`config.mk`:
```
export PLATFORM = sky130hd
export DESIGN_NAME = latched_stat_irq
export DESIGN_NICKNAME = d
export VERILOG_FILES = /design/src/rtl/stat_irq_pkg.sv /design/src/rtl/stat_addr_decode.sv /design/src/rtl/stat_edge_set.sv /design/src/rtl/stat_reg_slice.sv /design/src/rtl/stat_irq_summary.sv /design/src/rtl/latched_stat_irq.sv
export SDC_FILE = /design/constraint.sdc
export NUM_CORES = 1
export LEC_CHECK = 0
export CAP_MARGIN = 30
export CORE_UTILIZATION = 39
export DETAILED_ROUTE_END_ITERATION = 6
export DONT_BUFFER_PORTS = 1
export PLACE_DENSITY = 0.58
export SKIP_CTS_REPAIR_TIMING = 1
export SLEW_MARGIN = 25
export SYNTH_ARGS = -nofsm -noshare
export SYNTH_HDL_FRONTEND = slang
export SYNTH_SLANG_ARGS = --single-unit
```
`constraint.sdc`:
```
create_clock -name clk_i -period 6.3 [get_ports clk_i]
set_clock_uncertainty 0.05 [all_clocks]
set_input_delay 1.89 -clock clk_i [delete_from_list [all_inputs] [get_ports clk_i]]
set_output_delay 1.89 -clock clk_i [all_outputs]
set_load 0.1 [all_outputs]
```
`src/rtl/stat_irq_pkg.sv`:
```
package stat_irq_pkg;
  typedef enum logic [1:0] {
    RGN_STAT,
    RGN_MASK,
    RGN_SUM,
    RGN_NONE
  } region_e;
endpackage

```
`src/rtl/stat_addr_decode.sv`:
```
module stat_addr_decode
  import stat_irq_pkg::*;
#(
  parameter int NUM_REGS = 4,
  parameter int AW       = 4,
  localparam int IDX_W   = (NUM_REGS > 1) ? $clog2(NUM_REGS) : 1
) (
  input  logic [AW-1:0]    addr_i,
  output region_e          region_o,
  output logic [IDX_W-1:0] idx_o
);
  logic [AW-1:0] mask_off;

  assign mask_off = addr_i - AW'(NUM_REGS);

  always_comb begin
    region_o = RGN_NONE;
    idx_o    = '0;
    if (addr_i < AW'(NUM_REGS)) begin
      region_o = RGN_STAT;
      idx_o    = addr_i[IDX_W-1:0];
    end else if (addr_i < AW'(2 * NUM_REGS)) begin
      region_o = RGN_MASK;
      idx_o    = mask_off[IDX_W-1:0];
    end else if (addr_i == AW'(2 * NUM_REGS)) begin
      region_o = RGN_SUM;
    end
  end
endmodule

```
`src/rtl/stat_edge_set.sv`:
```
module stat_edge_set #(
  parameter int             DW        = 8,
  parameter logic [DW-1:0]  DBL_MASK  = 8'h02,
  parameter logic [DW/2-1:0] PAIR_MASK = 4'h1,
  localparam int            HALF      = DW / 2
) (
  input  logic          clk_i,
  input  logic          rst_ni,
  input  logic [DW-1:0] raw_i,
  output logic [DW-1:0] set_o
);
  logic [DW-1:0] prev_q;
  logic [DW-1:0] fell;
  logic [DW-1:0] pair_w;

  assign pair_w = {{(DW - HALF){1'b0}}, PAIR_MASK};
  assign fell   = prev_q & ~raw_i;

  always_ff @(posedge clk_i or negedge rst_ni) begin
    if (!rst_ni) prev_q <= '0;
    else         prev_q <= raw_i;
  end

  // level bits, two-edge bits, and clear-event partner bits
  assign set_o = (raw_i & ~DBL_MASK)
               | ((raw_i ^ prev_q) & DBL_MASK)
               | ((fell & pair_w) << HALF);
endmodule

```
`src/rtl/stat_reg_slice.sv`:
```
module stat_reg_slice #(
  parameter int DW = 8
) (
  input  logic          clk_i,
  input  logic          rst_ni,
  input  logic [DW-1:0] set_i,
  input  logic          sel_we_i,
  input  logic          rd_i,
  input  logic          mask_we_i,
  input  logic [DW-1:0] wdata_i,
  output logic [DW-1:0] stat_o,
  output logic [DW-1:0] snap_o,
  output logic [DW-1:0] mask_o,
  output logic [DW-1:0] sel_o
);
  logic [DW-1:0] stat_q, snap_q, mask_q, sel_q;
  logic [DW-1:0] clr;

  // clear only what was selected and actually shown as one
  assign clr = rd_i ? (sel_q & snap_q) : '0;

  always_ff @(posedge clk_i or negedge rst_ni) begin
    if (!rst_ni) begin
      stat_q <= '0;
      snap_q <= '0;
      mask_q <= '0;
      sel_q  <= '0;
    end else begin
      stat_q <= set_i | (stat_q & ~clr);
      if (sel_we_i) begin
        sel_q  <= wdata_i;
        snap_q <= (wdata_i & stat_q) | (~wdata_i & snap_q);
      end else if (rd_i) begin
        sel_q <= '0;
      end
      if (mask_we_i) mask_q <= wdata_i;
    end
  end

  assign stat_o = stat_q;
  assign snap_o = snap_q;
  assign mask_o = mask_q;
  assign sel_o  = sel_q;
endmodule

```
`src/rtl/stat_irq_summary.sv`:
```
module stat_irq_summary #(
  parameter int NUM_REGS = 4,
  parameter int DW       = 8
) (
  input  logic [NUM_REGS*DW-1:0] stat_i,
  input  logic [NUM_REGS*DW-1:0] mask_i,
  output logic [NUM_REGS-1:0]    sum_o,
  output logic                   irq_no
);
  for (genvar r = 0; r < NUM_REGS; r++) begin : g_sum
    assign sum_o[r] = |(stat_i[r*DW +: DW] & mask_i[r*DW +: DW]);
  end
  assign irq_no = ~(|sum_o);
endmodule

```
`src/rtl/latched_stat_irq.sv`:
```
module latched_stat_irq
  import stat_irq_pkg::*;
#(
  parameter int              NUM_REGS  = 4,
  parameter int              DW        = 8,
  parameter int              AW        = 4,
  parameter logic [DW-1:0]   DBL_MASK  = 8'h02,
  parameter logic [DW/2-1:0] PAIR_MASK = 4'h1,
  localparam int             IDX_W     = (NUM_REGS > 1) ? $clog2(NUM_REGS) : 1,
  localparam int             TW        = NUM_REGS * DW
) (
  input  logic          clk_i,
  input  logic          rst_ni,
  input  logic [AW-1:0] addr_i,
  input  logic [DW-1:0] wdata_i,
  input  logic          we_i,
  input  logic          re_i,
  output logic [DW-1:0] rdata_o,
  input  logic [TW-1:0] alarm_i,
  output logic          irq_no
);
  region_e          rgn;
  logic [IDX_W-1:0] idx;
  logic [TW-1:0]    stat_flat, mask_flat, sel_flat;
  logic [DW-1:0]    snap_arr [NUM_REGS];
  logic [DW-1:0]    mask_arr [NUM_REGS];
  logic [NUM_REGS-1:0] sum;

  stat_addr_decode #(.NUM_REGS(NUM_REGS), .AW(AW)) u_dec (
    .addr_i  (addr_i),
    .region_o(rgn),
    .idx_o   (idx)
  );

  for (genvar r = 0; r < NUM_REGS; r++) begin : g_reg
    logic [DW-1:0] set_v, stat_v, snap_v, mask_v, sel_v;
    logic          hit_stat, hit_mask;

    assign hit_stat = (rgn == RGN_STAT) && (idx == IDX_W'(r));
    assign hit_mask = (rgn == RGN_MASK) && (idx == IDX_W'(r));

    stat_edge_set #(.DW(DW), .DBL_MASK(DBL_MASK), .PAIR_MASK(PAIR_MASK)) u_set (
      .clk_i (clk_i),
      .rst_ni(rst_ni),
      .raw_i (alarm_i[r*DW +: DW]),
      .set_o (set_v)
    );

    stat_reg_slice #(.DW(DW)) u_slice (
      .clk_i    (clk_i),
      .rst_ni   (rst_ni),
      .set_i    (set_v),
      .sel_we_i (we_i && hit_stat),
      .rd_i     (re_i && hit_stat),
      .mask_we_i(we_i && hit_mask),
      .wdata_i  (wdata_i),
      .stat_o   (stat_v),
      .snap_o   (snap_v),
      .mask_o   (mask_v),
      .sel_o    (sel_v)
    );

    assign stat_flat[r*DW +: DW] = stat_v;
    assign mask_flat[r*DW +: DW] = mask_v;
    assign sel_flat[r*DW +: DW]  = sel_v;
    assign snap_arr[r]           = snap_v;
    assign mask_arr[r]           = mask_v;
  end

  stat_irq_summary #(.NUM_REGS(NUM_REGS), .DW(DW)) u_sum (
    .stat_i(stat_flat),
    .mask_i(mask_flat),
    .sum_o (sum),
    .irq_no(irq_no)
  );

  always_comb begin
    unique case (rgn)
      RGN_STAT: rdata_o = snap_arr[idx];
      RGN_MASK: rdata_o = mask_arr[idx];
      RGN_SUM:  rdata_o = DW'(sum);
      default:  rdata_o = '0;
    endcase
  end
endmodule

```
* Yosys cells after proc, flatten, opt, wreduce, memory -nomap -nowiden
Index checks and enable logic that the tools add are counted.
** Storage, ports and cells
- Flip-flop bits (word level) :: 136
** Cells by class
- Reduce and logical (&&, ||, !) cells :: 31
- $lt $le $gt $ge :: 3
- Eq/ne operators :: 6
- Muxes and demuxes :: 24
- Bitwise operators :: 55
- Add/subtract/negate cells :: 1
** Operators with widths (count)
- bitwise AND 8 bit :: 20
- two-way mux 8 bit :: 16
- bitwise OR 8 bit :: 8
- inverter 8 bit :: 5
- binary-select mux 8 bit (select 2 bit) :: 2
- bitwise OR 8 x 2 -> 8 bit :: 4
- bitwise OR 8 x 5 -> 8 bit :: 4
- OR reduction 32 bit :: 1
- OR reduction 8 bit :: 4
- one-hot mux 8 bit (3 select lines) :: 1
- logical AND 1 bit :: 20
- two-way mux 2 bit :: 4
- nonzero test 2 bit :: 4
- XOR 2 bit :: 4
- == test 2 bit (second input constant) :: 3
- inverter 1 bit :: 5
- bitwise AND 1 bit :: 4
- == test 2 x 1 -> 1 bit (second input constant) :: 2
- == test 4 bit (second input constant) :: 1
- logical NOT 2 bit :: 2
- less-than comparator 4 x 3 -> 1 bit (second input constant) :: 1
- less-than comparator 4 bit (second input constant) :: 1
- greater-or-equal comparator 3 bit (second input constant) :: 1
- inverter 2 -> 3 bit :: 1
- 2 further kinds :: 2

* Longest topological paths before layout
Gate-level depths: netlist (run 1).
- Depth in word-level cells :: 11
- Depth in mapped cells :: 6
- Mapped depth without buffers :: 4

* Modules after synthesis
A second synthesis (run 1) with hierarchy kept.
** Unflattened totals
- Cell total of the unflattened synthesis :: 472
- Area, all modules :: 6190.9 um^2
** Modules (own cells, without submodules)
- stat_reg_slice :: area an instance 1228.7 um^2, times used 4, cells an instance 85
- latched_stat_irq :: area an instance 625.6 um^2, times used 1, cells an instance 62
- stat_edge_set :: area an instance 115.1 um^2, times used 4, cells an instance 11
- stat_irq_summary :: area an instance 162.7 um^2, times used 1, cells an instance 21
- stat_addr_decode :: area an instance 27.5 um^2, times used 1, cells an instance 5

* Least setup slack after synthesis (run 1)
OpenSTA, ideal clock, no wires.
- Path kind :: input to output
- From :: input port addr_i[0]
- To :: output port rdata_o[2]
- Arrival :: 5.130 ns
- Stages :: 6
- Required time :: 4.360 ns
- Slack :: -0.770 ns
- Cells stage by stage :: buf_2 -> buf_2 -> buf_2 -> a22oi_1 -> and3_1 -> o32ai_1
** On the way
- Word-level cells in the longest chain between the ends :: 8
** Ends and longest elaborated chain
- from (decl) :: line latched_stat_irq.sv:14 : input logic [AW-1:0] addr_i,
- less-than comparator 4 bit or subtractor 2 x 1 -> 2 bit (tied branches) :: line stat_addr_decode.sv:22, stat_addr_decode.sv:14
- two-way mux 2 bit :: line stat_addr_decode.sv:22 : end else if (addr_i < AW'(2 * NUM_REGS)) begin
- two-way mux 2 bit :: line stat_addr_decode.sv:19 : if (addr_i < AW'(NUM_REGS)) begin
- inverter 2 -> 3 bit (implied by the code) :: line latched_stat_irq.sv:79, latched_stat_irq.sv:80
- binary-select mux 8 bit (select 2 bit), on equally long branches :: line latched_stat_irq.sv:80, latched_stat_irq.sv:79
- two-way mux 8 bit, on equally long branches (2 in a row) :: line latched_stat_irq.sv:80, latched_stat_irq.sv:79
- one-hot mux 8 bit (3 select lines) (*) :: line latched_stat_irq.sv:78 : unique case (rgn)
- to (decl) :: line latched_stat_irq.sv:18 : output logic [DW-1:0] rdata_o,
Mark *: on every way between the ends. The rest lies on a longest branch, timed or not. The select of a mux whose other input is x is not followed.

* Worst setup path after layout (run 1)
Same ends and word-level chain as after synthesis.

==> results.json, run 1 <==
{
  "wl_per_cell_um": 23.43,
  "grt.busiest_layer": "met2",
  "min_period_over_period_pct": 79.15,
  "maxCapViolations": 0,
  "gr-usage-met3_pct": 5.565,
  "min_period_ps": 4986,
  "drtIter0Drc": 322,
  "clkLatencyLatePin_ps": 420,
  "cts_buffer_depth": 2,
  "synth_cell_types": 39,
  "yosysTopAreaCellShare_pct": 56.95,
  "reg2reg_slack_ps": 5230,
  "rsz0062_at_grt": "no",
  "max_slew_margin_pct": 51.94,
  "wirelength_mm": 15.46,
  "hold_viol_final": 0,
  "numCtsBuffers": 17,
  "arrival_ps": 3050,
  "drv_slew": 0,
  "status": "completed",
  "die_h_um": 125.8,
  "ff2ff_path_depth": 2,
  "p_leak_nw": 2.677,
  "fin_setup_tns_ps": 0,
  "layout.nets": 511,
  "dieArea_mm2": 0.01582,
  "fin_ws_ps": 1314,
  "n_antenna_cell": 0,
  "ys_seq_area_share_pct": 56.95,
  "syn-instance-count": 457,
  "place_hpwl_mm": 10.89,
  "portBuffers": 0,
  "ys_top_cells_by_area": "dfrtp_1 (57%), mux2_2 (12%), a22o_1 (4.7%)",
  "antenna_found_initial": 0,
  "worstPathRequired_ps": 4360,
  "holdPathEnd": "g_reg[0].u_slice.stat_o[4]$_DFF_PN0_",
  "die_width_um": 125.8,
  "ctsHtreeMaxLevel": 4,
  "core-area_mm2": 0.01475,
  "start_util_pct": 40.50,
  "r2r-end": "g_reg[2].u_slice.stat_o[4]$_DFF_PN0_",
  "min_path_cells": 1,
  "syn_nets": 505,
  "dpl_worst_slack_ps": 1348,
  "path_clk_slew_ps": 60,
  "vias_per_cell": 5.845,
  "dominantRegCellSynth": "dfrtp_1",
  "rows": 44,
  "grt_pass1_vias": 4061,
  "syn2layout_area_growth_pct": 13.42,
  "ir_drop_uv": 199.3,
  "detail-route-antenna-nets": 0,
  "startpoint_type": "input pin",
  "synthArstFlopShare_pct": 100.0,
  "grt_max_degree": 137,
  "clock-sinks": 136,
  "synthesis.area_mm2": 0.005976,
  "grt_pass1_wl_mm": 24.47,
  "tightest_slew_ps": 718.2,
  "synth_top_area_cell": "dfrtp_1",
  "drive_above_1_share_pct": 28.78,
  "clock-root-buffer": "clkbuf_16",
  "worstHoldStart": "g_reg[0].u_set.prev_q[0]$_DFF_PN0_",
  "synth-seq-cells": 136,
  "synth_edf_count": 0,
  "power_density_mw_per_mm2": 351.7,
  "setup_viol": 0,
  "drc_errors": 0,
  "met2_usage_pct": 32.81,
  "max_freq_mhz": 200.6,
  "cts_tree": "done",
  "gp_congestion": 0.8856,
  "use_met1_pct": 27.71,
  "overflow": 0,
  "crit_path_end_kind": "output pin",
  "ios": 57,
  "syn_avg_cell_area_um2": 13.08,
  "firstDrtPassIters": 4,
  "yosys_warnings": 0,
  "path_class": "input pin to output pin",
  "min_path_type": "register to register",
  "vias": 3858,
  "worstPathMaxFanout": 28,
  "grt_usage_pct": 21.03
}
==> critical path: stages <==
cell and delay [ps]:
nor2_1 290, o21ai_0 110, and3_1 210, o32ai_4 200
buf_4 330
==> through the flow <==
stage | total power, W | utilization (%) | area (um2) | hold WS [ps] | cells
finish | 0.002384 | 45.94 | 6778 | 436.0 | 660
global route | 0.002482 | 45.94 | 6778 | 459.3 | 660
CTS | 0.002397 | 45.94 | 6778 | 441.5 | 660
detailed placement | 0.001468 | 42.16 | 6220 | 419.1 | 628
global placement | 0.001454 | 42.16 | 6220 | 411.2 | 628
floorplan | 0.001364 | - | 5983 | 405.4 | 457
==> logic make-up (layout without fill, tap and decap cells) <==
| family | count (synthesis) | count (layout) | synth area share, % |
|---|---|---|---|
| DFF | 136 | 136 | 56.95 |
| and+or+nand+nor | 111 | 111 | 9.736 |
| AOI/OAI and AO/OA | 94 | 94 | 12.44 |
| muxes | 86 | 86 | 18.07 |
| buffers and inverters | 26 | 45 | 2.219 |
| xor gates and xnor gates | 4 | 4 | 0.5862 |
==> area by class of cell <==
class	instances	area, um2
inverters	4	15.01
well taps	184	230.2
clock inverters	12	101.3
repair buffers	9	87.58
flip-flops and latches	136	3403
fillers	1296	7976
multi-input cells	295	2484
clock buffers	20	456.7
==> how the worst max path moves through the flow <==
stage,start,to,slack [ps],cells past startpoint
finish,addr_i[0],rdata_o[2],1310,5
global placement,addr_i[0],rdata_o[2],1370,5
global route,addr_i[0],rdata_o[2],1280,5
detailed placement,addr_i[0],rdata_o[2],1350,5
CTS,addr_i[0],rdata_o[2],1350,5
floorplan,addr_i[0],rdata_o[7],230,6
==> metal layers <==
metal | vias up | part of all wire, %
li1 | 1727 | -
met1 | 1986 | 42
met5 | - | 0
met4 | 0 | 2.6
met2 | 118 | 48
met3 | 27 | 7.4
==> power breakdown <==
part | switching, W | total (W) | internal, W
sequential | 0.000133 | 0.00114 | 0.00100
combinational | 0.000146 | 0.000318 | 0.000172
clock | 0.000369 | 0.000928 | 0.000560
total | 0.000647 | 0.00238 | 0.00174
==> synthesized netlist by cell type (4+ instances only) <==
library cell and number:
a21o_1 28, a221o_1 4, a22o_1 32, a22oi_1 18, buf_2 7, clkbuf_1 10
dfrtp_1 136, inv_1 4, mux2_2 66, mux2i_1 7, mux4_2 10, nand2_1 37
nand3_1 33, nand3b_1 4, nor2_1 12, o21ai_0 4, xor2_1 4
==> cell usage in the layout (no fill, tap or decap), drive strengths merged, types with 5 or more instances in the layout <==
cell type / netlist / layout
dfrtp: 136 / 136
mux2: 69 / 69
nand2: 39 / 39
nand3: 33 / 33
a22o: 32 / 32
a21o: 28 / 28
clkbuf: 10 / 20
a22oi: 18 / 18
nor2: 18 / 18
mux4: 10 / 10
buf: 12 / 9
mux2i: 7 / 7
clkinvlp: 0 / 5
clkinv: 0 / 5
inv: 4 / 5
nor3: 5 / 5
No activity file was read; power rests on OpenSTA's default activity.
==> run 2: changes to the inputs <==
==> constraint.sdc (replaced) <==
create_clock -name clk_i -period 5.2 [get_ports clk_i]
set_clock_uncertainty 0.05 [all_clocks]
set_input_delay 1.56 -clock clk_i [delete_from_list [all_inputs] [get_ports clk_i]]
set_output_delay 1.56 -clock clk_i [all_outputs]
set_load 0.1 [all_outputs]
==> run 2 against run 1 <==
Compared with the run above:
- clock power is 27% higher
- cell count unchanged
- sequential cell count is the same
- combinational power is 20% higher
- critical endpoint unchanged
==> results.json, run 2 (synthesis gave the netlist of run 1 again) <==
{
  "min_path_type": "register to register",
  "ios": 57,
  "path_clk_slew_ps": 60,
  "dieArea_mm2": 0.01582,
  "drc_errors": 0,
  "core-area_mm2": 0.01475,
  "antenna_found_initial": 0,
  "swShare_pct": 27.47,
  "firstDrtPassIters": 4,
  "setup_viol": 0,
  "gp_congestion": 0.8822,
  "grt_usage_pct": 21.21,
  "drtIter0Drc": 248,
  "reg2reg_slack_ps": 4160,
  "rows": 44,
  "place_hpwl_mm": 10.73,
  "syn2layout_area_growth_pct": 13.80,
  "mostFrequentLayoutCells": "dfrtp_1 (136), mux2_2 (66), nand2_1 (37)",
  "drv_slew": 0,
  "cts_tree": "done",
  "min_period_over_period_pct": 83.44,
  "cts_buffer_depth": 2,
  "die_h_um": 125.8,
  "p_leak_nw": 2.682,
  "crit_path_end_kind": "output pin",
  "start_util_pct": 40.50,
  "fin_ws_ps": 861.0,
  "share_seq_of_total_power_pct": 46.7,
  "wirelength_mm": 15.34,
  "overflow": 0,
  "path_class": "input pin to output pin",
  "use_met1_pct": 27.12,
  "numCtsBuffers": 17,
  "portBuffers": 0,
  "clock-root-buffer": "clkbuf_16",
  "clkLatencyLatePin_ps": 430,
  "power.switching_w": 0.0008074,
  "worstPathMaxFanout": 28,
  "grt_pass1_wl_mm": 24.31,
  "met2_usage_pct": 33.66,
  "grt.busiest_layer": "met2",
  "status": "completed",
  "grt_pass1_vias": 3994,
  "max_freq_mhz": 230.5,
  "startpoint_type": "input pin",
  "p_total_w": 0.002939,
  "ir_drop_uv": 238.2,
  "comb_power_share_pct": 13.0,
  "rsz0062_at_grt": "no",
  "final_common_cell": "dfrtp_1",
  "vias_per_cell": 5.821,
  "wl_per_cell_um": 23.24,
  "layout.nets": 511,
  "n_antenna_cell": 0,
  "worstPathRequired_ps": 3590,
  "min_period_ps": 4339,
  "arrival_ps": 2730,
  "tightest_slew_ps": 713.3,
  "clock-sinks": 136,
  "vias": 3842,
  "dpl_worst_slack_ps": 857.1,
  "hold_viol_final": 0,
  "p_int_w": 0.002132,
  "detail-route-antenna-nets": 0,
  "gr-usage-met3_pct": 6.117,
  "max_slew_margin_pct": 52.27,
  "ctsHtreeMaxLevel": 4,
  "grt_max_degree": 137,
  "die_width_um": 125.8,
  "maxCapViolations": 0,
  "pwr-share-clk_pct": 40.2,
  "drive_above_1_share_pct": 28.78,
  "power_density_mw_per_mm2": 432.2
}
-- run 2: critical path: stages --
cell,delay [ps]
nor2_1,250
o21ai_0,120
and3_1,220
o32ai_4,230
buf_4,340
-- run 2: final cells by class --
class / count / area (um2)
clock buffer: 18 / 429.2
clock inverter: 14 / 151.4
fill: 1339 / 7954
inverter: 4 / 15.01
multi-input combinational: 295 / 2484
sequential: 136 / 3403
tap: 184 / 230.2
timing repair buffer: 9 / 87.58
-- run 2: worst paths after layout --
kind                                                          from                               endpoint  cells after the start
worst min-delay path            g_reg[3].u_set.prev_q[0]$_DFF_PN0_   g_reg[3].u_slice.stat_o[4]$_DFF_PN0_                      1
max in group asynchronous                                   rst_ni  g_reg[3].u_slice.sel_o[0]$_DFFE_PN0P_                      0
worst min register to register  g_reg[3].u_set.prev_q[0]$_DFF_PN0_   g_reg[3].u_slice.stat_o[4]$_DFF_PN0_                      1
min in group asynchronous                                   rst_ni     g_reg[2].u_set.prev_q[1]$_DFF_PN0_                      0
worst max register to register                            register   g_reg[3].u_slice.stat_o[4]$_DFF_PN0_                      2
worst max-delay path                                     addr_i[0]                             rdata_o[2]                      5
-- run 2: through the flow --
step	TNS (ps)	utilization, %	hold WS, ps	area, um2	cells
2_1_floorplan	-199.1	-	405.4	6003	457
3_3_place_gp	0	42.16	410.4	6220	628
3_5_place_dp	0	42.16	419.7	6220	628
4_1_cts	0	46.09	438.7	6800	660
5_1_grt	0	46.09	447.9	6800	660
6_report	0	46.09	433.4	6800	660
-- run 2: metal layers --
layer | wire (um) | part of all wire [%]
met1 | 6530 | 43
met5 | 0 | 0
met4 | 461 | 3.0
met3 | 858 | 5.6
met2 | 7487 | 49
-- run 2: power by group through the flow --
| stage | clock network (W) | logic, W | registers [W] |
|---|---|---|---|
| after detailed placement | 0 | 0.000384 | 0.00139 |
| after global routing | 0.00126 | 0.000412 | 0.00139 |
| after global placement | 0 | 0.000376 | 0.00139 |
| final | 0.00118 | 0.000383 | 0.00137 |
| after CTS | 0.00121 | 0.000386 | 0.00137 |
| after floorplan | 0 | 0.000349 | 0.00131 |
